$ cat src/rtl/fhc_pkg.sv
package fhc_pkg;
   typedef enum logic [1:0] {
      ST_IDLE  = 2'd0,
      ST_FETCH = 2'd1,
      ST_SCAN  = 2'd2,
      ST_SEAL  = 2'd3
   } fhc_state_e;
endpackage

$ cat src/rtl/fhc_ctrl.sv
module fhc_ctrl
   import fhc_pkg::*;
#(
   parameter int ROW_AW    = 8,
   parameter int FIRST_ROW = 67,
   parameter int LAST_ROW  = 103
) (
   input  logic              clk,
   input  logic              rst_n,
   input  logic              start_i,
   input  logic              rd_valid_i,
   input  logic              row_end_i,
   output logic [ROW_AW-1:0] row_o,
   output logic              rd_req_o,
   output logic              clear_o,
   output logic              load_o,
   output logic              step_o,
   output logic              seal_o
);
   fhc_state_e        state_q;
   logic [ROW_AW-1:0] row_q;

   always_ff @(posedge clk or negedge rst_n) begin
      if (!rst_n) begin
         state_q <= ST_IDLE;
         row_q   <= '0;
      end else begin
         unique case (state_q)
            ST_IDLE: if (start_i) begin
               row_q   <= ROW_AW'(FIRST_ROW);
               state_q <= ST_FETCH;
            end
            ST_FETCH: if (rd_valid_i) state_q <= ST_SCAN;
            ST_SCAN: if (row_end_i) begin
               if (row_q == ROW_AW'(LAST_ROW)) begin
                  state_q <= ST_SEAL;
               end else begin
                  row_q   <= row_q + ROW_AW'(1);
                  state_q <= ST_FETCH;
               end
            end
            ST_SEAL: state_q <= ST_IDLE;
            default: state_q <= ST_IDLE;
         endcase
      end
   end

   assign row_o    = row_q;
   assign rd_req_o = (state_q == ST_FETCH);
   assign clear_o  = (state_q == ST_IDLE) && start_i;
   assign load_o   = (state_q == ST_FETCH) && rd_valid_i;
   assign step_o   = (state_q == ST_SCAN);
   assign seal_o   = (state_q == ST_SEAL);
endmodule

$ cat src/rtl/fhc_walk.sv
module fhc_walk #(
   parameter int          ROW_W     = 32,
   parameter int          ROW_AW    = 8,
   parameter int          ACC_W     = 32,
   parameter int          FIRST_BIT = 2167,
   parameter int          LAST_BIT  = 3326,
   parameter logic [31:0] PAT_INIT  = 32'h0000_07FF
) (
   input  logic              clk,
   input  logic              rst_n,
   input  logic              clear_i,
   input  logic              load_i,
   input  logic              step_i,
   input  logic [ROW_AW-1:0] row_i,
   input  logic [ROW_W-1:0]  data_i,
   output logic [ACC_W-1:0]  acc_o,
   output logic              row_end_o
);
   localparam int BIT_AW = $clog2(ROW_W);
   localparam int ABS_W  = ROW_AW + BIT_AW;

   logic [ROW_W-1:0]  word_q;
   logic [BIT_AW-1:0] bit_q;
   logic [ACC_W-1:0]  pat_q, pat_nx, acc_q;
   logic [ABS_W-1:0]  abs_idx;
   logic              in_window, hit;

   assign pat_nx    = pat_q + ACC_W'(1);
   assign abs_idx   = {row_i, bit_q};
   assign in_window = (abs_idx >= ABS_W'(FIRST_BIT)) && (abs_idx <= ABS_W'(LAST_BIT));
   assign hit       = in_window && word_q[bit_q];

   always_ff @(posedge clk or negedge rst_n) begin
      if (!rst_n) begin
         word_q <= '0;
         bit_q  <= '0;
         pat_q  <= '0;
         acc_q  <= '0;
      end else if (clear_i) begin
         pat_q <= ACC_W'(PAT_INIT);
         acc_q <= '0;
      end else if (load_i) begin
         word_q <= data_i;
         bit_q  <= '0;
      end else if (step_i) begin
         pat_q <= pat_nx;
         bit_q <= bit_q + BIT_AW'(1);
         if (hit) acc_q <= acc_q ^ pat_nx;
      end
   end

   assign acc_o     = acc_q;
   assign row_end_o = (bit_q == BIT_AW'(ROW_W - 1));
endmodule

$ cat src/rtl/fhc_seal.sv
module fhc_seal #(
   parameter int ACC_W      = 32,
   parameter int RES_W      = 32,
   parameter int MARK_POS   = 12,
   parameter int PAR_POS    = 13,
   parameter bit PAR_INVERT = 1'b1
) (
   input  logic             clk,
   input  logic             rst_n,
   input  logic             seal_i,
   input  logic [ACC_W-1:0] acc_i,
   output logic [RES_W-1:0] result_o,
   output logic             done_o
);
   logic             par_bit;
   logic [RES_W-1:0] sealed, mark_vec, par_vec;

   generate
      if (PAR_INVERT) begin : g_par_inv
         assign par_bit = ~(^acc_i);
      end else begin : g_par_true
         assign par_bit = ^acc_i;
      end
   endgenerate

   always_comb begin
      mark_vec           = '0;
      mark_vec[MARK_POS] = 1'b1;
      par_vec            = '0;
      par_vec[PAR_POS]   = par_bit;
      sealed             = RES_W'(acc_i) | mark_vec | par_vec;
   end

   always_ff @(posedge clk or negedge rst_n) begin
      if (!rst_n) begin
         result_o <= '0;
         done_o   <= 1'b0;
      end else begin
         done_o <= seal_i;
         if (seal_i) result_o <= sealed;
      end
   end
endmodule

$ cat src/rtl/fuse_hcode_gen.sv
module fuse_hcode_gen #(
   parameter int          ROW_W      = 32,
   parameter int          ROW_AW     = 8,
   parameter int          ACC_W      = 32,
   parameter int          RES_W      = 32,
   parameter int          FIRST_BIT  = 2167,
   parameter int          LAST_BIT   = 3326,
   parameter logic [31:0] PAT_INIT   = 32'h0000_07FF,
   parameter int          MARK_POS   = 12,
   parameter int          PAR_POS    = 13,
   parameter bit          PAR_INVERT = 1'b1
) (
   input  logic              clk,
   input  logic              rst_n,
   input  logic              start_i,
   output logic              rd_req_o,
   output logic [ROW_AW-1:0] rd_row_o,
   input  logic              rd_valid_i,
   input  logic [ROW_W-1:0]  rd_data_i,
   output logic              done_o,
   output logic [RES_W-1:0]  result_o
);
   localparam int FIRST_ROW = FIRST_BIT / ROW_W;
   localparam int LAST_ROW  = LAST_BIT / ROW_W;

   if ((1 << $clog2(ROW_W)) != ROW_W) begin : g_bad_row_w
      $error("ROW_W must be a power of two");
   end
   if (LAST_BIT < FIRST_BIT) begin : g_bad_window
      $error("window bounds reversed");
   end
   if (LAST_ROW >= (1 << ROW_AW)) begin : g_bad_row_aw
      $error("ROW_AW too narrow for window");
   end
   if (ACC_W > RES_W || MARK_POS >= RES_W || PAR_POS >= RES_W || MARK_POS == PAR_POS) begin : g_bad_res
      $error("result layout inconsistent");
   end

   logic clear, load, step, seal, row_end;
   logic [ACC_W-1:0] acc;

   fhc_ctrl #(
      .ROW_AW(ROW_AW), .FIRST_ROW(FIRST_ROW), .LAST_ROW(LAST_ROW)
   ) u_ctrl (
      .clk(clk), .rst_n(rst_n), .start_i(start_i), .rd_valid_i(rd_valid_i),
      .row_end_i(row_end), .row_o(rd_row_o), .rd_req_o(rd_req_o),
      .clear_o(clear), .load_o(load), .step_o(step), .seal_o(seal)
   );

   fhc_walk #(
      .ROW_W(ROW_W), .ROW_AW(ROW_AW), .ACC_W(ACC_W),
      .FIRST_BIT(FIRST_BIT), .LAST_BIT(LAST_BIT), .PAT_INIT(PAT_INIT)
   ) u_walk (
      .clk(clk), .rst_n(rst_n), .clear_i(clear), .load_i(load), .step_i(step),
      .row_i(rd_row_o), .data_i(rd_data_i), .acc_o(acc), .row_end_o(row_end)
   );

   fhc_seal #(
      .ACC_W(ACC_W), .RES_W(RES_W), .MARK_POS(MARK_POS),
      .PAR_POS(PAR_POS), .PAR_INVERT(PAR_INVERT)
   ) u_seal (
      .clk(clk), .rst_n(rst_n), .seal_i(seal), .acc_i(acc),
      .result_o(result_o), .done_o(done_o)
   );
endmodule

$ cat config.mk
export PLATFORM = sky130hd
export DESIGN_NAME = fuse_hcode_gen
export DESIGN_NICKNAME = d
export VERILOG_FILES = /design/src/rtl/fhc_pkg.sv /design/src/rtl/fhc_ctrl.sv /design/src/rtl/fhc_walk.sv /design/src/rtl/fhc_seal.sv /design/src/rtl/fuse_hcode_gen.sv
export SDC_FILE = /design/constraint.sdc
export NUM_CORES = 1
export LEC_CHECK = 0
export BUFFER_PORTS_ARGS = -buffer_cell sky130_fd_sc_hd__buf_4
export CORE_UTILIZATION = 53
export DETAILED_ROUTE_END_ITERATION = 16
export PLACE_DENSITY = 0.76
export SLEW_MARGIN = 20
export SYNTH_ARGS = -nofsm -noshare
export SYNTH_HDL_FRONTEND = slang
export SYNTH_SLANG_ARGS = --single-unit
$ cat constraint.sdc
create_clock -name clk -period 2.7 [get_ports clk]
set_clock_uncertainty 0.15 [all_clocks]
set_input_delay 0.27 -clock clk [delete_from_list [all_inputs] [get_ports clk]]
set_output_delay 0.27 -clock clk [all_outputs]
set_load 0.02 [all_outputs]
==> results.yml <==
status:
  status: "finished, final reports clean"
cts:
  htree_levels: 4
  clk_pin_slew_ns: 0.06
  tritoncts: "built"
  clock-sinks: 144
  cts_buffer_depth: 2
  cts_buffers: 17
  cts-root-buf: "clkbuf_16"
  clock_latency_ns: 0.43
timing:
  finalSetupViolations: 0
  fmax_mhz: 380.4
  period_needed_ns: 2.629
  drv_slew: 0
  slew-limit-headroom: 0.5818
  worstMarginPinSlew_ns: 0.6273
  hold_viol: 0
  finalSetupTns_ns: 0
  fin_crit_sh: 0.9737
  layout_setup_ws_ns: 0.07088
  grt_setup_unrepaired: "no"
logic_synthesis:
  syn_area_sq_um: 7357
  ys_ff_latch: 144
  synth-seq-area-share: 0.4898
  ys_async_sr_fraction: 1.000
  syn_area_per_cell_sq_um: 11.05
  synth.top_cell.area_share: 0.4898
  synth_nets: 706
  synth-edff-count: 0
  synth_area_leader_cell: "dfrtp_1"
  syn_inst: 666
  yosysUniqueCellTypes: 58
  synth-main-ff-cell: "dfrtp_1"
  synth_area_leaders: "dfrtp_1, mux2_2, xnor2_1"
  ys_warn_count: 0
worst_hold_path:
  hp-class: "input pin to register"
  holdPathStages: 3
placed_design:
  dpl_cell_area_sq_um: 8232
  io_buffer_count: 77
  gp_congestion: 0.8965
  dp_slack_ns: 0.03600
  hpwl_um: 11370
floorplan:
  die_x_um: 119.8
  initial_core_util: 0.5490
  die_area_sq_um: 14360
  dieHeight_um: 119.8
  core_area_sq_um: 13400
  ios: 78
  num_rows: 42
drt:
  ant_nets: 0
  via_per_inst: 5.847
  via_count: 5724
  drcViolationCount: 0
  drt-wirelength-per-cell_um: 17.64
  dr.first_iter.drc_count: 328
  drtPass1Iterations: 5
  wl_um: 17270
critical_path:
  rrSetupSlack_ns: 0.07
  path_max_fanout: 31
  worstSetupPathType: "register to register"
  critPathCapture: "u_walk.acc_o[9]"
  critical_path.startpoint: "u_walk.bit_q[1]"
  start_kind: "register"
  r2r_cells: 7
  r2r-start: "u_walk.bit_q[1]"
  required_ns: 2.89
  crit_arrival_ns: 2.82
  crit_path_max_incr_delay_ns: 0.58
  slowest_stage: "mux4_1"
  crit_path_cell_trace: "mux4_1 > mux2_2 > a2111oi_4 > buf_4 > buf_12 > or3_1 > mux2i_1"
  reg2reg_to: "u_walk.acc_o[9]"
  cp-end-kind: "register"
grt:
  grt_remaining_overflow: 0
  grt_max_degree: 67
  grt_pass1_wl_um: 29210
  grt_pass1_vias: 5847
  grtUsageTotal: 0.2596
  antenna_found_initial: 0
cells_and_area:
  design_area_sq_um: 9213
  fin_util: 0.6875
  nFillCells: 990
  finalNetCount: 831
  areaGrowthSynthToFinish_pct: 25.22
  diodes: 0
  drive_above_1_share: 0.2951
power_and_ir_drop:
  p_per_area_nw_per_um2: 994.8
  ir_drop_mv: 0.6236
  leakage_nw: 4.053
job:
  cap_violations: 0
cells by family (layout without fill, tap and decap cells):
| family | count (synthesis) | in the layout | synth area share |
|---|---|---|---|
| compound gates | 118 | 118 | 0.1116 |
| mux | 88 | 88 | 0.1396 |
| flops | 144 | 144 | 0.4898 |
| fa+ha+maj | 4 | 4 | 0.006803 |
| buf+inv | 51 | 188 | 0.03368 |
| xor+xnor | 69 | 69 | 0.08214 |
| simple gates | 192 | 192 | 0.1364 |
area by class of cell:
| class | instances | area (sq um) | share of cell area |
|---|---|---|---|
| clock buffer | 21 | 480.5 | 0.05215 |
| clock inverter | 10 | 133.9 | 0.01453 |
| inverter | 8 | 30.03 | 0.003260 |
| multi-input combinational | 471 | 3521 | 0.3822 |
| sequential | 144 | 3607 | 0.3916 |
| tap | 176 | 220.2 | 0.02390 |
| timing repair buffer | 149 | 1220 | 0.1324 |
sequential cells by signal, summed over array words and instances, names as in the netlist:
name / cells
u_ctrl.row_o: 8
u_seal.done_o: 1
u_walk.acc_o: 32
u_walk.pat_q: 32
u_ctrl.state_q: 2
u_walk.bit_q: 5
u_walk.word_q: 32
u_seal.result_o: 32
what timing repair did:
action                     4_1_cts  5_1_grt
resized for setup                0        7
buffers inserted                 0        1
pin swaps                        1        1
hold endpoints to repair        96        0
setup endpoints to repair       17       26
hold buffers                    34        0
Yosys cell counts, types with 3 or more instances:
library cell / count
or3_1: 12
o311ai_0: 13
a21oi_1: 14
clkbuf_1: 21
or2_2: 5
dfrtp_1: 144
buf_6: 3
ha_1: 4
mux4_2: 4
o31ai_1: 24
nand2b_1: 6
nand2_1: 60
mux2_2: 64
nor3_1: 10
a31oi_1: 5
o21ai_0: 34
and3_1: 5
o41ai_1: 5
and4_1: 4
buf_4: 5
nor2_1: 37
xnor2_1: 53
mux2i_1: 19
nand4_1: 12
nor4_2: 4
o311ai_1: 6
nand3_1: 20
nor4_1: 4
inv_1: 8
buf_2: 10
xor2_1: 16
worst min-delay path by stage:
stage	startpoint	endpoint	slack, ns
5_1_grt	start_i	u_ctrl.state_q[0]	0.05
3_5_place_dp	rst_n	u_seal.result_o[7]	0.15
4_1_cts	start_i	u_ctrl.state_q[0]	0.02
3_3_place_gp	rst_n	u_seal.result_o[5]	0.15
6_report	start_i	u_ctrl.state_q[0]	0.03
2_1_floorplan	rst_n	u_ctrl.row_o[0]	-0.18
routing by layer:
metal  global-route usage  share of wire
met1               0.3309           0.43
met2               0.4389           0.51
met3              0.05086          0.043
met4              0.09453          0.017
met5                    0              0
worst max-delay path: cells and delay by family (launching register included):
| family | cells | cell delay, ns |
|---|---|---|
| compound gates | 1 | 0.33 |
| buf+inv | 2 | 0.37 |
| flops | 1 | 0.41 |
| mux | 3 | 1.12 |
| simple gates | 1 | 0.15 |
metrics by stage:
stage               std cells  hold WS (ns)  total power, mW
global route              979       0.04851            9.689
CTS                       978       0.02445            9.129
floorplan                 666       -0.1756            5.567
detailed placement        913        0.1531            6.637
global placement          913        0.1470            6.494
finish                    979       0.03423            9.165
layout by cell type (no fill, tap or decap), types with 6 or more instances in the layout:
| cell type | Yosys | routed |
|---|---|---|
| inv_1 | 8 | 8 |
| o31ai_1 | 24 | 24 |
| o21ai_0 | 34 | 34 |
| o311ai_1 | 6 | 7 |
| nor3_1 | 10 | 9 |
| xnor2_1 | 53 | 53 |
| dfrtp_1 | 144 | 141 |
| o311ai_0 | 13 | 12 |
| nand3_1 | 20 | 19 |
| a21oi_1 | 14 | 14 |
| mux2_2 | 64 | 64 |
| or3_1 | 12 | 12 |
| nor2_1 | 37 | 37 |
| nand2b_1 | 6 | 6 |
| buf_4 | 5 | 113 |
| dlygate4sd3_1 | 0 | 34 |
| nand4_1 | 12 | 12 |
| mux2i_1 | 19 | 19 |
| nand2_1 | 60 | 60 |
| clkbuf_16 | 0 | 17 |
| xor2_1 | 16 | 16 |
power breakdown:
group / internal (mW) / leakage (nW) / switching [mW] / total [mW]
sequential: 2.72 / 1.86 / 0.495 / 3.22
combinational: 1.66 / 1.90 / 1.86 / 3.52
clock: 1.54 / 0.301 / 0.890 / 2.43
Note: power is estimated with default switching activity, not from simulation.
